--- src/rtl/xbus_pkg.sv ---
package xbus_pkg;

  typedef enum logic [3:0] {
    XS_IDLE,
    XS_PARK,
    XS_REQ,
    XS_CMD,
    XS_ADR,
    XS_AST,
    XS_AHD,
    XS_DSU,
    XS_DAT,
    XS_TAIL
  } xbus_state_e;

  function automatic logic in_transfer(input xbus_state_e s);
    return (s == XS_CMD) || (s == XS_ADR) || (s == XS_AST) ||
           (s == XS_AHD) || (s == XS_DSU) || (s == XS_DAT);
  endfunction

endpackage

--- src/rtl/xbus_down_cnt.sv ---
module xbus_down_cnt #(
  parameter int W = 4
) (
  input  logic         clk,
  input  logic         rst,
  input  logic         load,
  input  logic [W-1:0] load_val,
  output logic         zero
);
  logic [W-1:0] cnt_q;

  always_ff @(posedge clk) begin
    if (rst) begin
      cnt_q <= '0;
    end else if (load) begin
      cnt_q <= load_val;
    end else if (cnt_q != '0) begin
      cnt_q <= cnt_q - 1'b1;
    end
  end

  assign zero = (cnt_q == '0);
endmodule

--- src/rtl/xbus_req_hold.sv ---
module xbus_req_hold #(
  parameter int BUS_W = 32,
  parameter int CNT_W = 4,
  localparam int BE_W = BUS_W / 8
) (
  input  logic             clk,
  input  logic             rst,
  input  logic             take,
  input  logic [BUS_W-1:0] in_addr,
  input  logic             in_write,
  input  logic [BUS_W-1:0] in_wdata,
  input  logic [BE_W-1:0]  in_be,
  input  logic [CNT_W-1:0] in_ast,
  input  logic [CNT_W-1:0] in_dst,
  input  logic [CNT_W-1:0] in_gap,
  output logic [BUS_W-1:0] h_addr,
  output logic             h_write,
  output logic [BUS_W-1:0] h_wdata,
  output logic [BE_W-1:0]  h_be_n,
  output logic [CNT_W-1:0] h_ast,
  output logic [CNT_W-1:0] h_dst,
  output logic [CNT_W-1:0] h_gap
);
  always_ff @(posedge clk) begin
    if (rst) begin
      h_addr  <= '0;
      h_write <= 1'b0;
      h_wdata <= '0;
      h_ast   <= '0;
      h_dst   <= '0;
      h_gap   <= '0;
    end else if (take) begin
      h_addr  <= in_addr;
      h_write <= in_write;
      h_wdata <= in_wdata;
      h_ast   <= in_ast;
      h_dst   <= in_dst;
      h_gap   <= in_gap;
    end
  end

  // Per-lane inversion to bus polarity, one register per lane.
  for (genvar i = 0; i < BE_W; i++) begin : g_lane
    always_ff @(posedge clk) begin
      if (rst) begin
        h_be_n[i] <= 1'b1;
      end else if (take) begin
        h_be_n[i] <= ~in_be[i];
      end
    end
  end
endmodule

--- src/rtl/xbus_seq.sv ---
module xbus_seq #(
  parameter int BUS_W = 32,
  parameter int CNT_W = 4,
  localparam int BE_W = BUS_W / 8
) (
  input  logic             clk,
  input  logic             rst,
  input  logic             accept,
  input  logic             grant_n,
  input  logic [BUS_W-1:0] ad_in,
  input  logic [BUS_W-1:0] h_addr,
  input  logic             h_write,
  input  logic [BUS_W-1:0] h_wdata,
  input  logic [BE_W-1:0]  h_be_n,
  input  logic [CNT_W-1:0] h_ast,
  input  logic [CNT_W-1:0] h_dst,
  input  logic             ph_zero,
  output logic             ph_load,
  output logic [CNT_W-1:0] ph_val,
  output logic             gap_load,
  output logic             can_take,
  output logic             req_n,
  output logic             ack_n,
  output logic             as_n,
  output logic             ds_n,
  output logic             rw_n,
  output logic [BE_W-1:0]  be_n,
  output logic             cmd_oe,
  output logic [BUS_W-1:0] ad_out,
  output logic             ad_oe,
  output logic             done,
  output logic             aborted,
  output logic [BUS_W-1:0] rdata
);
  import xbus_pkg::*;

  xbus_state_e st_q;
  logic [BUS_W-1:0] cap_q;
  logic lost;

  assign lost     = grant_n && in_transfer(st_q);
  assign can_take = (st_q == XS_IDLE) || (st_q == XS_PARK);
  assign ph_load  = (st_q == XS_ADR) || (st_q == XS_DSU);
  assign ph_val   = (st_q == XS_ADR) ? h_ast : h_dst;
  assign gap_load = (st_q == XS_TAIL) || lost;

  always_ff @(posedge clk) begin
    if (rst) begin
      st_q    <= XS_IDLE;
      req_n   <= 1'b1;
      ack_n   <= 1'b1;
      as_n    <= 1'b1;
      ds_n    <= 1'b1;
      rw_n    <= 1'b1;
      be_n    <= '1;
      cmd_oe  <= 1'b0;
      ad_out  <= '0;
      ad_oe   <= 1'b0;
      done    <= 1'b0;
      aborted <= 1'b0;
      rdata   <= '0;
      cap_q   <= '0;
    end else begin
      done <= 1'b0;
      if (lost) begin
        st_q    <= XS_IDLE;
        req_n   <= 1'b1;
        ack_n   <= 1'b1;
        as_n    <= 1'b1;
        ds_n    <= 1'b1;
        rw_n    <= 1'b1;
        be_n    <= '1;
        cmd_oe  <= 1'b0;
        ad_oe   <= 1'b0;
        done    <= 1'b1;
        aborted <= 1'b1;
      end else begin
        unique case (st_q)
          XS_IDLE, XS_PARK: begin
            if (st_q == XS_PARK && grant_n) cmd_oe <= 1'b0;
            if (accept) begin
              req_n <= 1'b0;
              st_q  <= XS_REQ;
            end else if (st_q == XS_PARK && grant_n) begin
              st_q <= XS_IDLE;
            end
          end
          XS_REQ: begin
            if (grant_n) begin
              cmd_oe <= 1'b0;
            end else begin
              cmd_oe <= 1'b1;
              as_n   <= 1'b1;
              ds_n   <= 1'b1;
              rw_n   <= ~h_write;
              be_n   <= h_be_n;
              st_q   <= XS_CMD;
            end
          end
          XS_CMD: begin
            ad_oe  <= 1'b1;
            ad_out <= h_addr;
            st_q   <= XS_ADR;
          end
          XS_ADR: begin
            ack_n <= 1'b0;
            st_q  <= XS_AST;
          end
          XS_AST: begin
            if (ph_zero) begin
              as_n <= 1'b0;
              st_q <= XS_AHD;
            end
          end
          XS_AHD: begin
            if (h_write) ad_out <= h_wdata;
            else         ad_oe  <= 1'b0;
            st_q <= XS_DSU;
          end
          XS_DSU: begin
            ds_n <= 1'b0;
            st_q <= XS_DAT;
          end
          XS_DAT: begin
            if (ph_zero) begin
              ds_n  <= 1'b1;
              ack_n <= 1'b1;
              cap_q <= ad_in;
              st_q  <= XS_TAIL;
            end
          end
          XS_TAIL: begin
            req_n   <= 1'b1;
            as_n    <= 1'b1;
            rw_n    <= 1'b1;
            be_n    <= '1;
            ad_oe   <= 1'b0;
            cmd_oe  <= ~grant_n;
            done    <= 1'b1;
            aborted <= 1'b0;
            rdata   <= cap_q;
            st_q    <= grant_n ? XS_IDLE : XS_PARK;
          end
          default: st_q <= XS_IDLE;
        endcase
      end
    end
  end
endmodule

--- src/rtl/xbus_master.sv ---
module xbus_master #(
  parameter int BUS_W = 32,
  parameter int CNT_W = 4
) (
  input  logic               clk,
  input  logic               rst,
  input  logic               req_valid,
  output logic               req_ready,
  input  logic [BUS_W-1:0]   req_addr,
  input  logic               req_write,
  input  logic [BUS_W-1:0]   req_wdata,
  input  logic [BUS_W/8-1:0] req_be,
  input  logic [CNT_W-1:0]   cfg_astretch,
  input  logic [CNT_W-1:0]   cfg_dstretch,
  input  logic [CNT_W-1:0]   cfg_gap,
  output logic               rsp_done,
  output logic               rsp_abort,
  output logic [BUS_W-1:0]   rsp_rdata,
  output logic               bus_req_n,
  input  logic               bus_grant_n,
  output logic               bus_ack_n,
  output logic               bus_as_n,
  output logic               bus_ds_n,
  output logic               bus_rw_n,
  output logic [BUS_W/8-1:0] bus_be_n,
  output logic               bus_cmd_oe,
  output logic [BUS_W-1:0]   bus_ad_o,
  output logic               bus_ad_oe,
  input  logic [BUS_W-1:0]   bus_ad_i
);
  localparam int BE_W = BUS_W / 8;

  logic             can_take, gap_zero, accept;
  logic             ph_load, ph_zero, gap_load;
  logic [CNT_W-1:0] ph_val;
  logic [BUS_W-1:0] h_addr, h_wdata;
  logic             h_write;
  logic [BE_W-1:0]  h_be_n;
  logic [CNT_W-1:0] h_ast, h_dst, h_gap;

  assign req_ready = can_take && gap_zero;
  assign accept    = req_valid && req_ready;

  xbus_req_hold #(.BUS_W(BUS_W), .CNT_W(CNT_W)) u_hold (
    .clk(clk), .rst(rst), .take(accept),
    .in_addr(req_addr), .in_write(req_write), .in_wdata(req_wdata),
    .in_be(req_be), .in_ast(cfg_astretch), .in_dst(cfg_dstretch),
    .in_gap(cfg_gap),
    .h_addr(h_addr), .h_write(h_write), .h_wdata(h_wdata),
    .h_be_n(h_be_n), .h_ast(h_ast), .h_dst(h_dst), .h_gap(h_gap)
  );

  xbus_down_cnt #(.W(CNT_W)) u_phase (
    .clk(clk), .rst(rst), .load(ph_load), .load_val(ph_val), .zero(ph_zero)
  );

  xbus_down_cnt #(.W(CNT_W)) u_gap (
    .clk(clk), .rst(rst), .load(gap_load), .load_val(h_gap), .zero(gap_zero)
  );

  xbus_seq #(.BUS_W(BUS_W), .CNT_W(CNT_W)) u_seq (
    .clk(clk), .rst(rst), .accept(accept), .grant_n(bus_grant_n),
    .ad_in(bus_ad_i), .h_addr(h_addr), .h_write(h_write),
    .h_wdata(h_wdata), .h_be_n(h_be_n), .h_ast(h_ast), .h_dst(h_dst),
    .ph_zero(ph_zero), .ph_load(ph_load), .ph_val(ph_val),
    .gap_load(gap_load), .can_take(can_take),
    .req_n(bus_req_n), .ack_n(bus_ack_n), .as_n(bus_as_n),
    .ds_n(bus_ds_n), .rw_n(bus_rw_n), .be_n(bus_be_n),
    .cmd_oe(bus_cmd_oe), .ad_out(bus_ad_o), .ad_oe(bus_ad_oe),
    .done(rsp_done), .aborted(rsp_abort), .rdata(rsp_rdata)
  );
endmodule

--- config.mk ---
export PLATFORM = sky130hd
export DESIGN_NAME = xbus_master
export DESIGN_NICKNAME = d
export VERILOG_FILES = /design/src/rtl/xbus_pkg.sv /design/src/rtl/xbus_down_cnt.sv /design/src/rtl/xbus_req_hold.sv /design/src/rtl/xbus_seq.sv /design/src/rtl/xbus_master.sv
export SDC_FILE = /design/constraint.sdc
export NUM_CORES = 1
export LEC_CHECK = 0
export ABC_AREA = 0
export CORE_ASPECT_RATIO = 2
export CORE_MARGIN = 5
export CORE_UTILIZATION = 51
export CTS_BUF_LIST = sky130_fd_sc_hd__clkbuf_8
export DETAILED_ROUTE_END_ITERATION = 6
export PLACE_DENSITY = 0.84
export RECOVER_POWER = 100
export SETUP_SLACK_MARGIN = 0.02
export SLEW_MARGIN = 20
export SYNTH_ARGS = -nofsm -noshare
export SYNTH_HDL_FRONTEND = slang
export SYNTH_SLANG_ARGS = --single-unit
--- constraint.sdc ---
create_clock -name clk -period 2.3 [get_ports clk]
set_input_delay 0.46 -clock clk [delete_from_list [all_inputs] [get_ports clk]]
set_output_delay 0.46 -clock clk [all_outputs]
set_load 0.02 [all_outputs]
Word-level counts from Yosys, hierarchy flattened --
Index checks and enable logic that the tools add are counted.
Storage, ports and cells: register bits 202, input bits 117, output and inout bits 78
Cells by class: add/sub/neg operators 2, equal/unequal tests 17, muxes and demuxes 35, bitwise operators 7, reductions and logical operators 41
Operators by type and width (number):
- 32-bit one-hot mux with 2 select lines | 1
- 4-bit 2-to-1 mux | 11
- 4-bit one-hot mux with 9 select lines | 1
- 32-bit 2-to-1 mux | 1
- 4-bit by 3-bit equality test with 1-bit output (second input constant) | 4
- 2-bit nonzero test | 7
- 1-bit 2-to-1 mux | 13
- 4-bit zero test | 3
- 2-bit != test (second input constant) | 6
- 1-bit one-hot mux with 3 select lines | 4
- 2-bit AND reduction | 6
- 3-bit AND reduction | 4
- 3-bit nonzero test | 4
- 4-bit by 2-bit equality test with 1-bit output (second input constant) | 2
- 4-bit equality test (second input constant) | 2
- 1-bit logical OR | 8
- 4-bit one-hot mux with 2 select lines | 1
- 4-bit nonzero test | 2
- 4-bit by 1-bit subtractor with 4-bit output (second input constant) | 2
- 1-bit NOT | 7
- 1-bit one-hot mux with 2 select lines | 3
- 4-bit by 1-bit equality test with 1-bit output (second input constant) | 1
- 1-bit logical AND | 4
- 4-bit AND reduction | 1
- other kinds (3) | 4

Depth between registers and ports, before layout --
Gate-level depths: netlist (run 1).
depth after elaboration 9, depth in mapped cells 9, gate-level depth less buffers 7

Cells and area by module --
A second synthesis (run 1) with hierarchy kept.
Unflattened totals: cells, all modules 869, area total of the unflattened synthesis 8036.5 um2
By module, submodules not included:
- xbus_seq | times used 1, cells an instance 553, area an instance 4635.7 um2, seq. area each 2262.2 um2
- xbus_req_hold | times used 1, cells an instance 266, area an instance 2930.3 um2, seq. area each 1621.6 um2
- xbus_down_cnt | times used 2, cells an instance 24, area an instance 229.0 um2, seq. area each 80.1 um2
- xbus_master | times used 1, cells an instance 2, area an instance 12.5 um2, seq. area each 0.0 um2

Worst setup path after synthesis (run 1) --
OpenSTA, ideal clock, no wires.
path kind flip-flop to flip-flop, from register u_phase.cnt_q[0], to register u_seq.cap_q[10], library setup time 132 ps, data arrival time 1749 ps, required time 2168 ps, path slack 419 ps, cell stages (with the launch flop) 10, clock period less this slack 1881 ps, cells stage by stage dfxtp_1 > inv_1 > ha_1 > or3b_1 > buf_2 > or3_1 > buf_6 > buf_6 > nand2_1 > a21oi_1
On the way: word-level cells in the longest chain between the ends 2
RTL lines:
- from (decl) | line xbus_down_cnt.sv:10 | logic [W-1:0] cnt_q;
- from (signal assigned) | line xbus_down_cnt.sv:16 | cnt_q <= load_val;
- from (signal assigned) | line xbus_down_cnt.sv:18 | cnt_q <= cnt_q - 1'b1;
- 4-bit zero test | line xbus_down_cnt.sv:22 | assign zero = (cnt_q == '0);
- 3-bit AND reduction (no source line)
- to (signal assigned) | line xbus_seq.sv:128 | cap_q <= ad_in;
- to (decl) | line xbus_seq.sv:38 | logic [BUS_W-1:0] cap_q;
No other way between the ends. A chain may end at the register's enable or synchronous reset.

Worst setup path after layout (run 1) --
from register u_gap.cnt_q[0], to output port req_ready
On the way: word-level cells in the longest chain between the ends 2
RTL lines:
- from (decl) | line xbus_down_cnt.sv:10
- from (signal assigned) | line xbus_down_cnt.sv:16
- from (signal assigned) | line xbus_down_cnt.sv:18
- 4-bit zero test | line xbus_down_cnt.sv:22
- 1-bit logical AND | line xbus_master.sv:41 | assign req_ready = can_take && gap_zero;
- to (decl) | line xbus_master.sv:8 | output logic req_ready,
No other way between the ends.

==> results.py, run 1 <==
metrics = {
    "status": {
        "outcome": "complete, no violations",
    },
    "placement": {
        "numPortBuffers": 194,
        "dp.cells": 1299,
        "place_congestion": 0.934,
        "dpl_cell_area_mm2": 0.0100,
        "dpl_worst_slack_ns": 0.0111,
        "dp_hpwl_um": 14300,
    },
    "yosys": {
        "synth_nets": 1069,
        "synth_top_area_frac": 0.516,
        "yosysTopAreaCell": "dfxtp_1",
        "synth_seq_cells": 202,
        "synth_edf_count": 0,
        "ys_warn_count": 0,
        "synth_commonest_cells": "nand2_1, dfxtp_1, a21oi_1, nor2_1",
        "netlist_instances": 949,
        "synth.avg_cell_area_um2": 8.26,
        "seq_area_frac_synth": 0.516,
        "syn-cell-area_mm2": 0.00784,
        "async_reset_ff_frac": 0,
        "ys.flop_type": "dfxtp_1",
        "synthTopCellsByArea": "dfxtp_1, nand2_1, a21oi_1, mux2i_1, a211oi_1",
        "yosysMostFrequentCell": "nand2_1",
        "ys_types": 53,
    },
    "run": {
        "cap_violations": 0,
    },
    "routing": {
        "first_pass_iters": 5,
        "drcViolationCount": 0,
        "viasPerCell": 5.29,
        "wl_um": 20600,
        "dr.first_iter.drc_count": 222,
        "vias": 7157,
        "wl_per_cell_um": 15.3,
        "ant_nets": 0,
    },
    "worst_setup_path": {
        "critPathLaunchType": "flop",
        "endpoint_kind": "output pin",
        "path_max_fanout": 3,
        "path_class": "reg2out",
        "reg2reg_slack_ns": 0.23,
        "worstPathRequired_ns": 1.84,
        "r2r_cells": 5,
        "r2r_end": "u_seq.rdata[27]$_SDFFE_PP0P_",
        "r2r_start": "u_seq.st_q[0]$_SDFFE_PP0P_",
        "worstPathArrival_ns": 1.67,
    },
    "power": {
        "power.total_mw": 9.67,
        "p_clk_frac": 0.304,
        "powerDensity_mw_per_mm2": 912,
        "p_sw_frac": 0.310,
        "irDropWorstVdd_v": 0.000540,
        "p_comb_frac": 0.261,
        "p_switching_mw": 3.00,
        "power.static_leakage_nw": 3.85,
        "p_int_mw": 6.67,
        "seq_power_share": 0.435,
    },
    "die": {
        "rows": 64,
        "num_io_pins": 195,
        "die_x_um": 97.7,
        "start_util": 0.515,
        "coreArea_mm2": 0.0152,
        "dieArea_mm2": 0.0181,
        "die_y_um": 185,
    },
    "finish": {
        "drive_above_1_share": 0.0755,
        "final_cell_area_mm2": 0.0106,
        "syn2layout_area_growth_pct": 35.4,
        "final_nets": 1251,
        "fin_util": 0.697,
        "nFillCells": 1207,
        "final_cells": 1352,
    },
    "clock_tree": {
        "cts_num_sinks": 202,
        "clkLatencyLatePin_ns": 0.53,
        "clk_root_buffer_cell": "clkbuf_8",
        "cts_made_buffers": 28,
        "htreeDepth": 1,
        "clk_pin_slew_ns": 0.07,
        "cts-hold-fix-buffers": 0,
        "clockBufferDepth": 3,
        "cts_tree": "yes",
        "post_cts_buffers": 0,
    },
    "timing": {
        "skew_ns": 0.0283,
        "fin_ws_ns": 0.171,
        "fmax_mhz": 470,
        "maxSlewViolCount": 0,
        "tightest_slew_ns": 0.711,
        "hold_viol": 0,
        "period_needed_ns": 2.13,
        "timing.final.crit_share": 0.926,
        "slew_headroom": 0.524,
        "finalSetupViolations": 0,
        "holdWs_ns": 0.402,
        "rsz0062_at_grt": "no",
        "tns_ns": 0,
    },
    "global_route": {
        "grt_usage": 0.218,
        "grt_overflow": 0,
        "grt_pass1_vias": 6969,
        "grt_max_degree": 81,
        "antenna_found_initial": 2,
        "grt_pass1_wl_um": 32900,
    },
    "hold_path": {
        "hold_depth": 2,
        "hp-class": "in2reg",
        "holdPathEnd": "u_hold.h_wdata[0]$_SDFFE_PP0P_",
        "min-delay-start": "rst",
    },
}
-- kinds of logic after synthesis --
group / share of synthesized area
flip-flops: 0.516
XOR/XNOR: 0.00559
buffers and inverters: 0.0495
adder cells (fa/ha/maj): 0.00479
AO/OA/AOI/OAI: 0.166
AND/OR/NAND/NOR: 0.209
multiplexers: 0.0487
-- worst max path at each step --
| stage | depth (start not counted) | slack, ns | end | from |
|---|---|---|---|---|
| after floorplan | 9 | 0.42 | u_seq.cap_q[10]$_SDFFE_PP0P_ | u_phase.cnt_q[0]$_SDFFE_PP0P_ |
| after CTS | 5 | 0.04 | req_ready | u_gap.cnt_q[0]$_SDFFE_PP0P_ |
| after global routing | 5 | 0.06 | u_seq.rdata[18]$_SDFFE_PP0P_ | u_seq.st_q[0]$_SDFFE_PP0P_ |
| final | 5 | 0.17 | req_ready | u_gap.cnt_q[0]$_SDFFE_PP0P_ |
| after global placement | 6 | 0.06 | u_seq.cap_q[3]$_SDFFE_PP0P_ | bus_grant_n |
| after detailed placement | 6 | 0.01 | u_seq.st_q[0]$_SDFFE_PP0P_ | bus_grant_n |
-- registers in the layout, summed over array words and instances (netlist names), 4 cells and up --
name and flops:
u_hold.h_be_n 4, u_seq.rdata 32, u_seq.cap_q 32, u_hold.h_ast 4
u_hold.h_gap 4, u_seq.st_q 4, u_hold.h_addr 32, u_seq.ad_out 32
u_hold.h_wdata 32, u_seq.be_n 4, u_gap.cnt_q 4, u_phase.cnt_q 4
u_hold.h_dst 4
-- power groups by stage --
stage | Clock (mW) | Sequential [mW] | Combinational, mW
after global placement | 0 | 4.26 | 2.50
after floorplan | 0 | 4.23 | 1.69
after CTS | 3.01 | 4.21 | 2.61
final | 2.94 | 4.21 | 2.52
after global routing | 3.20 | 4.26 | 2.82
after detailed placement | 0 | 4.28 | 2.58
-- critical path, stage by stage (launching register included) --
cell and delay, ns:
dfxtp_1 0.33, inv_1 0.08, ha_1 0.18, nor3b_4 0.21
and2_4 0.19, clkbuf_2 0.16
-- cells in the final DEF (no fill, tap or decap), drive strengths merged, types with 6 or more instances in the layout --
cell type,synthesis,final
dlygate4sd3,0,77
clkdlybuf4s50,0,115
a211oi,37,37
mux2i,37,37
dfxtp,202,202
nor2,51,51
clkinv,0,6
o21ai,9,9
buf,37,26
nand2,300,300
nor3,12,12
o22ai,7,7
a21oi,153,153
clkbuf,36,47
nand3,7,7
inv,8,12
-- metal layers --
layer	global-route usage	up-vias	share of wire
met5	0	-	0
met4	0.101	0	0.039
met3	0.0369	52	0.051
met2	0.417	230	0.55
met1	0.230	3315	0.36
li1	-	3560	-
-- what timing repair did --
item,in CTS,in global routing
cloned,0,0
resized for setup,4,1
endpoints found under the setup margin,1,1
pin swaps,0,0
-- area by class of cell --
type	instances	area [um2]	area share
Clock inverter	11	75.1	0.00708
Timing Repair Buffer	225	2250	0.212
Inverter	8	30.0	0.00283
Tap cell	198	248	0.0234
Sequential cell	202	4040	0.381
Clock buffer	40	551	0.0519
Antenna cell	2	5.00	0.000472
Multi-Input combinational cell	666	3400	0.321
Power figures use the tool's default switching activity.
==> run 2, diff against run 1 <==
--- a/config.mk
+++ b/config.mk
@@ -8,10 +8,11 @@
 export ABC_AREA = 0
 export CORE_ASPECT_RATIO = 2
 export CORE_MARGIN = 5
-export CORE_UTILIZATION = 51
+export CORE_UTILIZATION = 46
 export CTS_BUF_LIST = sky130_fd_sc_hd__clkbuf_8
 export DETAILED_ROUTE_END_ITERATION = 6
-export PLACE_DENSITY = 0.84
+export MAX_ROUTING_LAYER = met4
+export PLACE_DENSITY = 0.8
 export RECOVER_POWER = 100
 export SETUP_SLACK_MARGIN = 0.02
 export SLEW_MARGIN = 20
==> constraint.sdc (replaced) <==
create_clock -name clk -period 1.9 [get_ports clk]
set_input_delay 0.38 -clock clk [delete_from_list [all_inputs] [get_ports clk]]
set_output_delay 0.38 -clock clk [all_outputs]
set_load 0.02 [all_outputs]
==> run 2 against run 1 <==
Compared with the run above: the run now ends with setup timing left; count of clock-buffer cells in the layout is 2 lower; global-route usage is 0.57 points higher; flip-flop and latch count stayed put; total power is 27% higher; critical path depth stayed put; largest cell class unchanged; largest power group unchanged.
==> results.py, run 2 (synthesis gave the netlist of run 1 again) <==
metrics = {
    "finish": {
        "drive_above_1_share": 0.157,
        "layout_common_cells": "nand2_1, dfxtp_1, a21oi_1",
        "syn2layout_area_growth_pct": 41.7,
        "final_cell_area_mm2": 0.0111,
        "final_nets": 1287,
        "final_common_cell": "nand2_1",
    },
    "die": {
        "start_util": 0.467,
        "rows": 67,
        "die_x_um": 102,
        "num_io_pins": 195,
        "dieArea_mm2": 0.0199,
        "die_y_um": 195,
        "coreArea_mm2": 0.0168,
    },
    "timing": {
        "holdWs_ns": 0.203,
        "hold_viol": 0,
        "skew_ns": 0.00921,
        "tightest_slew_ns": 0.454,
        "rsz0062_at_grt": "yes",
        "finalSetupViolations": 3,
        "fmax_mhz": 504,
        "maxSlewViolCount": 0,
        "fin_ws_ns": -0.0825,
        "timing.final.crit_share": 1.04,
        "period_needed_ns": 1.98,
        "slew_headroom": 0.697,
    },
    "routing": {
        "dr.first_iter.drc_count": 171,
        "drcViolationCount": 0,
        "wl_per_cell_um": 16.4,
        "first_pass_iters": 5,
        "vias": 7316,
        "wl_um": 22900,
        "viasPerCell": 5.23,
        "ant_nets": 0,
    },
    "placement": {
        "numPortBuffers": 194,
        "dpl_cell_area_mm2": 0.0103,
        "place_congestion": 0.955,
        "dp_hpwl_um": 15500,
    },
    "clock_tree": {
        "htreeDepth": 1,
        "cts_made_buffers": 28,
        "clockBufferDepth": 3,
        "cts_num_sinks": 202,
        "clkLatencyLatePin_ns": 0.54,
        "clk_pin_slew_ns": 0.07,
        "cts_tree": "yes",
        "clk_root_buffer_cell": "clkbuf_8",
    },
    "power": {
        "power.static_leakage_nw": 4.25,
        "irDropWorstVdd_v": 0.000601,
        "powerDensity_mw_per_mm2": 1110,
    },
    "global_route": {
        "grt_usage": 0.224,
        "globalRouteMet2Util": 0.410,
        "grt_overflow": 0,
        "grt_util_met3": 0.0341,
        "grt_pass1_vias": 7435,
        "grt_pass1_wl_um": 35300,
        "antenna_found_initial": 2,
        "gr-usage-met1": 0.220,
        "grt_max_degree": 81,
        "grt.busiest_layer": "met2",
    },
    "worst_setup_path": {
        "path_max_fanout": 3,
        "worstPathRequired_ns": 1.52,
        "worstPathArrival_ns": 1.60,
        "endpoint_kind": "output pin",
        "r2r_cells": 7,
        "path_class": "reg2out",
        "critPathLaunchType": "flop",
    },
    "run": {
        "cap_violations": 0,
    },
    "hold_path": {
        "hold_depth": 2,
        "hp-class": "in2reg",
    },
    "status": {
        "outcome": "finished with violations",
        "violations": "setup timing",
    },
}
## run 2: cell types whose count changed in the layout (fill, tap and decap cells not counted), sizes merged
cell,before,now
clkbuf,47,64
bufinv,1,2
clkdlybuf4s50,115,116
clkinv,6,5
dlygate4sd2,0,62
inv,12,15
buf,26,57
dlygate4sd3,77,0
## run 2: repair_timing
| action | 4_1_cts | 5_1_grt |
|---|---|---|
| setup buffers | 4 | 5 |
| pin swaps | 1 | 39 |
| endpoints found under the setup margin | 83 | 110 |
| gates resized for setup | 83 | 93 |
| hold buffers | 0 | 0 |
| gates cloned | 2 | 1 |
## run 2: final timing paths
| path | endpoint | startpoint | slack, ns |
|---|---|---|---|
| worst min register to register | u_seq.rdata[12]$_SDFFE_PP0P_ | u_seq.cap_q[12]$_SDFFE_PP0P_ | 0.45 |
| worst min-delay path | u_phase.cnt_q[1]$_SDFFE_PP0P_ | rst | 0.20 |
| worst max-delay path | req_ready | u_gap.cnt_q[1]$_SDFFE_PP0P_ | -0.08 |
| worst max register to register | u_gap.cnt_q[2]$_SDFFE_PP0P_ | u_seq.st_q[0]$_SDFFE_PP0P_ | -0.03 |
## run 2: area by class of cell
class / instances / area [um2]
Antenna cell: 2 / 5.00
Inverter: 8 / 30.0
Tap cell: 207 / 259
Clock inverter: 14 / 111
Fill cell: 1447 / 5660
Sequential cell: 202 / 4050
Multi-Input combinational cell: 666 / 3700
Timing Repair Buffer: 261 / 2430
Clock buffer: 38 / 523
## run 2: metrics by stage
stage / utilization / setup slack [ns] / power, mW / std cells / TNS (ns)
CTS: 0.654 / -0.119 / 12.4 / 1391 / -0.119
floorplan: - / 0.0395 / 7.18 / 949 / 0
finish: 0.662 / -0.0825 / 12.3 / 1398 / -0.116
detailed placement: 0.614 / -0.205 / 8.59 / 1333 / -10.42
global placement: 0.614 / -0.178 / 8.49 / 1333 / -8.86
global route: 0.662 / -0.149 / 13.0 / 1398 / -4.18
## run 2: where the power goes
group          internal (mW)  switching, mW
logic                   1.60           1.95
registers               4.77          0.306
clock network           2.06           1.60
total                   8.43           3.86
## run 2: critical path: stages, from the launching register on
cell     delay, ns
dfxtp_2       0.34
inv_2         0.07
ha_4          0.13
nor3b_4       0.22
and2_4        0.20
buf_6         0.11
## run 2: metal layers
| layer | wire length, um | share of wire | vias to the layer above |
|---|---|---|---|
| met1 | 8000 | 0.35 | 3376 |
| met4 | 1360 | 0.060 | 0 |
| met3 | 1130 | 0.049 | 81 |
| met2 | 12400 | 0.54 | 236 |
| met5 | 0 | 0 | - |
| li1 | - | - | 3623 |
